[src/rtl/ctr_nib_pkg.sv]
// Package: shared sizes, control bit positions and the direction type
// of the nibble-wide counter register interface.
package ctr_nib_pkg;
    localparam int CNT_W  = 10;   // counter width
    localparam int DATA_W = 4;    // processor data bus width
    localparam int ADDR_W = 3;    // register address width

    // Bit positions inside the control word
    localparam int CB_LOAD = 0;
    localparam int CB_EN   = 1;
    localparam int CB_DIR  = 2;

    typedef enum logic {
        CNT_UP   = 1'b0,
        CNT_DOWN = 1'b1
    } cnt_dir_e;
endpackage

[src/rtl/ctr_nib_cfg.sv]
// Module: ctr_nib_cfg
// Holds the start value, written one bus-wide piece per address, and the
// control bits (enable, direction). It also raises a one-cycle load pulse
// when the control word is written with the load bit set.
// Assumes: start-value pieces sit at addresses 0..NPIECE-1 and the control
// word sits at address NPIECE.
module ctr_nib_cfg
    import ctr_nib_pkg::*;
#(
    parameter int CW = CNT_W,
    parameter int DW = DATA_W,
    parameter int AW = ADDR_W
) (
    input  logic          clk,
    input  logic          rst_n,
    input  logic          wr_en,
    input  logic [AW-1:0] addr,
    input  logic [DW-1:0] wdata,
    output logic [CW-1:0] init_q,
    output logic          en_q,
    output cnt_dir_e      dir_q,
    output logic          load_q
);
    localparam int NPIECE = (CW + DW - 1) / DW;
    localparam int A_CTRL = NPIECE;

    logic ctrl_wr;

    // Purpose: decode a write to the control word
    always_comb begin
        ctrl_wr = wr_en && (addr == AW'(A_CTRL));
    end

    // Purpose: store start-value pieces and control bits; load pulse self-clears
    always_ff @(posedge clk) begin
        if (!rst_n) begin
            init_q <= '0;
            en_q   <= 1'b0;
            dir_q  <= CNT_UP;
            load_q <= 1'b0;
        end else begin
            load_q <= ctrl_wr && wdata[CB_LOAD];
            if (ctrl_wr) begin
                en_q  <= wdata[CB_EN];
                dir_q <= cnt_dir_e'(wdata[CB_DIR]);
            end
            for (int b = 0; b < CW; b++) begin
                if (wr_en && (addr == AW'(b / DW))) begin
                    init_q[b] <= wdata[b % DW];
                end
            end
        end
    end
endmodule

[src/rtl/ctr_nib_core.sv]
// Module: ctr_nib_core
// The counter itself: it loads the start value, steps up or down, or holds.
// A load has priority over a step, and the count wraps modulo 2**CW.
// Assumes: load is a single-cycle pulse.
module ctr_nib_core
    import ctr_nib_pkg::*;
#(
    parameter int CW = CNT_W
) (
    input  logic          clk,
    input  logic          rst_n,
    input  logic          load,
    input  logic [CW-1:0] init,
    input  logic          en,
    input  cnt_dir_e      dir,
    output logic [CW-1:0] count_q
);
    logic [CW-1:0] stepped;

    // Purpose: next value for one count step in the chosen direction
    always_comb begin
        if (dir == CNT_DOWN) begin
            stepped = count_q - 1'b1;
        end else begin
            stepped = count_q + 1'b1;
        end
    end

    // Purpose: update the count; load wins over an enabled step
    always_ff @(posedge clk) begin
        if (!rst_n) begin
            count_q <= '0;
        end else if (load) begin
            count_q <= init;
        end else if (en) begin
            count_q <= stepped;
        end
    end
endmodule

[src/rtl/ctr_nib_rdport.sv]
// Module: ctr_nib_rdport
// Read side. A read of count piece 0 returns the live low bits and captures
// the upper count bits into a shadow register. Reads of the higher count
// pieces return the shadow. Read data is registered and held between reads.
// Assumes: address map = start pieces, control word, then count pieces.
module ctr_nib_rdport
    import ctr_nib_pkg::*;
#(
    parameter int CW = CNT_W,
    parameter int DW = DATA_W,
    parameter int AW = ADDR_W
) (
    input  logic             clk,
    input  logic             rst_n,
    input  logic             rd_en,
    input  logic [AW-1:0]    addr,
    input  logic [CW-1:0]    count,
    input  logic [CW-1:0]    init,
    input  logic             en,
    input  cnt_dir_e         dir,
    output logic [CW-DW-1:0] shadow_q,
    output logic [DW-1:0]    rdata
);
    localparam int NPIECE = (CW + DW - 1) / DW;
    localparam int EXT_W  = NPIECE * DW;
    localparam int A_CTRL = NPIECE;
    localparam int A_CNT0 = NPIECE + 1;

    logic [EXT_W-1:0] ext_init;
    logic [EXT_W-1:0] ext_cnt;
    logic [DW-1:0]    rd_next;
    logic             low_rd;

    // Purpose: zero-extend the start value and the shadowed count view
    always_comb begin
        ext_init = EXT_W'(init);
        ext_cnt  = EXT_W'({shadow_q, count[DW-1:0]});
    end

    // Purpose: pick the addressed read value; unmapped addresses read 0
    always_comb begin
        rd_next = '0;
        for (int p = 0; p < NPIECE; p++) begin
            if (addr == AW'(p)) begin
                rd_next = ext_init[p*DW +: DW];
            end
            if (addr == AW'(A_CNT0 + p)) begin
                rd_next = ext_cnt[p*DW +: DW];
            end
        end
        if (addr == AW'(A_CTRL)) begin
            rd_next[CB_EN]  = en;
            rd_next[CB_DIR] = dir;
        end
    end

    // Purpose: flag a read of the low count piece
    always_comb begin
        low_rd = rd_en && (addr == AW'(A_CNT0));
    end

    // Purpose: register read data and snapshot the upper count bits
    always_ff @(posedge clk) begin
        if (!rst_n) begin
            rdata    <= '0;
            shadow_q <= '0;
        end else begin
            if (rd_en) begin
                rdata <= rd_next;
            end
            if (low_rd) begin
                shadow_q <= count[CW-1:DW];
            end
        end
    end
endmodule

[src/rtl/ctr_nib_regif.sv]
// Module: ctr_nib_regif
// Top of the nibble-wide counter register interface: configuration
// registers, counter core and read port with shadow.
// Assumes: single processor master, strobes synchronous to clk.
module ctr_nib_regif
    import ctr_nib_pkg::*;
#(
    parameter int CW = CNT_W,
    parameter int DW = DATA_W,
    parameter int AW = ADDR_W
) (
    input  logic          clk,
    input  logic          rst_n,
    input  logic [AW-1:0] addr,
    input  logic          wr_en,
    input  logic          rd_en,
    input  logic [DW-1:0] wdata,
    output logic [DW-1:0] rdata
);
    logic [CW-1:0]    init_q;
    logic             en_q;
    cnt_dir_e         dir_q;
    logic             load_q;
    logic [CW-1:0]    count_q;
    logic [CW-DW-1:0] shadow_q;

    ctr_nib_cfg #(.CW(CW), .DW(DW), .AW(AW)) u_cfg (
        .clk    (clk),
        .rst_n  (rst_n),
        .wr_en  (wr_en),
        .addr   (addr),
        .wdata  (wdata),
        .init_q (init_q),
        .en_q   (en_q),
        .dir_q  (dir_q),
        .load_q (load_q)
    );

    ctr_nib_core #(.CW(CW)) u_core (
        .clk     (clk),
        .rst_n   (rst_n),
        .load    (load_q),
        .init    (init_q),
        .en      (en_q),
        .dir     (dir_q),
        .count_q (count_q)
    );

    ctr_nib_rdport #(.CW(CW), .DW(DW), .AW(AW)) u_rd (
        .clk      (clk),
        .rst_n    (rst_n),
        .rd_en    (rd_en),
        .addr     (addr),
        .count    (count_q),
        .init     (init_q),
        .en       (en_q),
        .dir      (dir_q),
        .shadow_q (shadow_q),
        .rdata    (rdata)
    );
endmodule

[config.mk]
export PLATFORM = sky130hd
export DESIGN_NAME = ctr_nib_regif
export DESIGN_NICKNAME = d
export VERILOG_FILES = /design/src/rtl/ctr_nib_pkg.sv /design/src/rtl/ctr_nib_cfg.sv /design/src/rtl/ctr_nib_core.sv /design/src/rtl/ctr_nib_rdport.sv /design/src/rtl/ctr_nib_regif.sv
export SDC_FILE = /design/constraint.sdc
export NUM_CORES = 1
export LEC_CHECK = 0
export BUFFER_PORTS_ARGS = -buffer_cell sky130_fd_sc_hd__buf_2
export CELL_PAD_IN_SITES_DETAIL_PLACEMENT = 1
export CELL_PAD_IN_SITES_GLOBAL_PLACEMENT = 2
export CORE_MARGIN = 1.5
export CORE_UTILIZATION = 39
export CTS_BUF_LIST = sky130_fd_sc_hd__clkbuf_4
export CTS_CLUSTER_DIAMETER = 40
export DETAILED_ROUTE_END_ITERATION = 8
export GPL_ROUTABILITY_DRIVEN = 1
export PLACE_DENSITY = 0.79
export SLEW_MARGIN = 20
export SYNTH_ARGS = -nofsm -noshare
export SYNTH_HDL_FRONTEND = slang
export SYNTH_SLANG_ARGS = --single-unit
[constraint.sdc]
create_clock -name clk -period 2.3 [get_ports clk]
set_input_delay 0.46 -clock clk [delete_from_list [all_inputs] [get_ports clk]]
set_output_delay 0.46 -clock clk [all_outputs]
set_load 0.01 [all_outputs]
==> flow_metrics.py <==
metrics = {
    "worst_setup_path": {
        "arrival_ps": 2280,
        "rr_worst_depth": 5,
        "rrSetupSlack_ps": 260,
        "slowest_stage": "fa_1",
        "cp_top_family": "compound AO/OA/AOI/OAI gates",
        "cp-end-kind": "flip-flop",
        "r2r_end": "u_core.count_q[8]",
        "slowest_delay_ps": 510,
        "r2r-start": "u_cfg.dir_q",
        "path_class": "reg -> reg",
        "critical_path_buf_inv_count": 0,
        "required_ps": 2530,
        "crit_chain": "fa_1, a211o_1, a21oi_1, a2111oi_0, nand3b_1",
        "path_max_fanout": 12,
        "cp-start-kind": "flip-flop",
    },
    "sta": {
        "finalSetupTns_ps": 0,
        "hold_viol_final": 0,
        "finClkSkew_ps": 7.90,
        "maxSlewHeadroom_pct": 64.4,
        "period_share_pct": 88.9,
        "finalSetupViolCount": 0,
        "setup_ws_ps": 255,
        "slew_viol_final": 0,
        "worst_pin_slew_ps": 533,
        "rsz0062_at_grt": "false",
        "fmax_mhz": 489,
        "final.min_clock_period_ps": 2040,
    },
    "grt": {
        "grt_max_degree": 19,
        "first_global_vias": 1782,
        "overflow": 0,
        "grt_pass1_wl_um": 9270,
        "antenna_found_initial": 0,
        "grt_usage_pct": 22.5,
    },
    "drt": {
        "drtAntennaViolNets": 0,
        "initialDrtViolationCount": 83,
        "firstDrtPassIters": 4,
        "viasPerCell": 5.60,
        "drc": 0,
        "vias": 1686,
        "wl_per_cell_um": 18.2,
        "wirelength_um": 5470,
    },
    "yosys": {
        "avgSynthCellArea_um2": 9.00,
        "syn_area_um2": 1970,
        "yosysWarnings": 0,
        "yosysUniqueCellTypes": 54,
        "netlist_instances": 219,
        "synth_edf_count": 0,
        "syn-num-nets": 239,
        "synth_flop_cell": "dfxtp_1",
        "synth.ff_latch_count": 33,
        "ys_seq_area_share_pct": 33.5,
        "synth-async-reset-ratio_pct": 0,
    },
    "pwr": {
        "pwr-share-seq_pct": 51.9,
        "leakagePower_nw": 0.853,
        "p_sw_mw": 0.288,
        "internal_power_mw": 0.847,
        "pwr-share-comb_pct": 8.5,
        "switching_share_pct": 25.4,
        "power_frac_clock_pct": 39.6,
        "p_per_area_nw_per_um2": 520,
        "ir_worst_vdd_uv": 319,
    },
    "worst_hold_path": {
        "hp-class": "in -> reg",
        "holdPathStages": 3,
        "holdPathEnd": "u_cfg.init_q[7]",
        "worstHoldStart": "wdata[3]",
    },
    "floorplan": {
        "die_w_um": 74.1,
        "coreArea_um2": 4790,
        "dieArea_um2": 5490,
        "io-pin-count": 15,
        "initial_core_util_pct": 41.2,
        "rows": 25,
        "die_h_um": 74.1,
    },
    "place": {
        "place_inst": 293,
        "dp_hpwl_um": 4220,
        "dpl-instance-area_um2": 2100,
        "gp_congestion": 0.883,
        "dp_slack_ps": 206,
        "portBuffers": 14,
    },
    "layout": {
        "finalNonFillerCells": 301,
        "area_growth_pct": 10.9,
        "finish.instance_area_um2": 2180,
        "drive_gt1_share_pct": 16.7,
        "num_antenna_cells": 0,
        "nets": 253,
    },
    "flow_run": {
        "maxCapViolations": 0,
    },
    "clocking": {
        "clock_sinks": 33,
        "clk_latency_ps": 340,
        "cts_htree_levels": 2,
        "clkTransAtPathRegs_ps": 120,
        "cts-root-buf": "clkbuf_4",
        "clockBufferDepth": 2,
        "cts_inserted_buffers": 5,
        "cts_tree": "done",
    },
    "outcome": {
        "status": "complete, no violations",
    },
}
==> power groups by stage <==
stage               Combinational (mW)  Sequential [mW]  Clock [mW]
finish                          0.0964            0.590       0.449
global route                     0.106            0.591       0.494
CTS                             0.0964            0.590       0.462
detailed placement              0.0959            0.603           0
global placement                0.0930            0.602           0
floorplan                       0.0624            0.600           0
==> stage by stage <==
stage	hold WS [ps]	total power [mW]	utilization, %
3_3_place_gp	470	0.695	43.9
3_5_place_dp	485	0.699	43.9
6_report	372	1.13	45.6
2_1_floorplan	454	0.663	-
4_1_cts	362	1.15	45.6
5_1_grt	363	1.19	45.6
==> metal layers <==
metal  global-route usage, %  vias up  wire length (um)
li1                        -      831                 -
met1                    30.1      831              2640
met2                    37.2       20              2650
met3                    4.47        4               132
met4                    5.56        0                41
met5                       0        -                 0
==> synthesized netlist by cell type (all sizes together) (2+ instances only) <==
library cell   n  area share, %
a2111oi        2            1.2
a211oi         6            2.9
nor2b          3           0.95
o21a           3            1.1
o21ai          9            2.3
nor3           2            1.1
dfxtp         33             34
or3b           3            1.3
a2bb2oi        2           0.89
ha             8            5.1
inv            5           0.95
o211ai         2           0.76
xnor2          2           0.89
mux4           2            2.3
a31oi          3           0.95
and3b          2           0.89
a21o           3            1.2
nand4b         2           0.89
a21oi         16            4.1
nand3          5            1.3
nand3b         5            2.1
nor3b          6            2.3
mux2i         19            9.7
mux2           3            1.7
nor2          33            6.4
nand2b         5            1.6
buf            8            2.2
nand2          9            1.7
clkbuf         3           0.57
==> flip-flops by register name (all words and copies together), names as in the netlist <==
signal          count
u_cfg.dir_q         1
u_cfg.en_q          1
u_cfg.init_q       10
u_cfg.load_q        1
u_core.count_q     10
u_rd.rdata          4
u_rd.shadow_q       6
==> tightest hold or removal path: stages <==
cell and delay, ps:
buf_2 90, mux2i_1 60, nor2_1 70
==> cells in the final DEF, fill, tap and decap left out, drive strengths merged, types with 3 or more instances in the layout <==
| master | n |
|---|---|
| or3b | 3 |
| a21o | 3 |
| ha | 8 |
| dfxtp | 33 |
| mux2i | 19 |
| nand2 | 9 |
| buf | 18 |
| inv | 5 |
| o21a | 3 |
| a21oi | 16 |
| nand3b | 5 |
| a211oi | 6 |
| nor3b | 6 |
| mux2 | 3 |
| nand2b | 5 |
| clkbuf | 5 |
| nor2 | 33 |
| a31oi | 3 |
| o21ai | 9 |
| nor2b | 3 |
| nand3 | 5 |
==> cell type report <==
cell class,instances,area [um^2]
well taps,67,83.8
repair buffers,18,100
clock buffers,5,37.5
clock inverters,3,46.3
fillers,586,2600
multi-input cells,170,1240
inverters,5,18.8
flip-flops and latches,33,662
==> timing repair <==
item                       CTS  global route
setup endpoints to repair    0             1
hold buffers                 0             0
buffers inserted             0             0
resized for setup            0             1
==> logic make-up (layout without fill, tap and decap cells) <==
kind of cell    count (synthesis)  count (layout)  synth area share (%)
xor+xnor                        3               3                  1.33
compound gates                 54              54                  19.5
flops                          33              33                  33.5
buf+inv                        16              31                  3.75
mux                            24              24                  13.7
simple gates                   80              80                  22.2
fa+ha+maj                       9               9                  6.10
==> worst max path at each step <==
| stage | startpoint | end | cells past startpoint |
|---|---|---|---|
| final | u_cfg.dir_q | u_core.count_q[8] | 5 |
| after global routing | u_cfg.dir_q | u_core.count_q[8] | 5 |
| after CTS | u_cfg.dir_q | u_core.count_q[8] | 5 |
| after detailed placement | u_cfg.dir_q | u_core.count_q[8] | 5 |
| after global placement | u_cfg.dir_q | u_core.count_q[8] | 5 |
| after floorplan | u_cfg.dir_q | u_core.count_q[8] | 5 |
No activity file was read; power rests on OpenSTA's default activity.
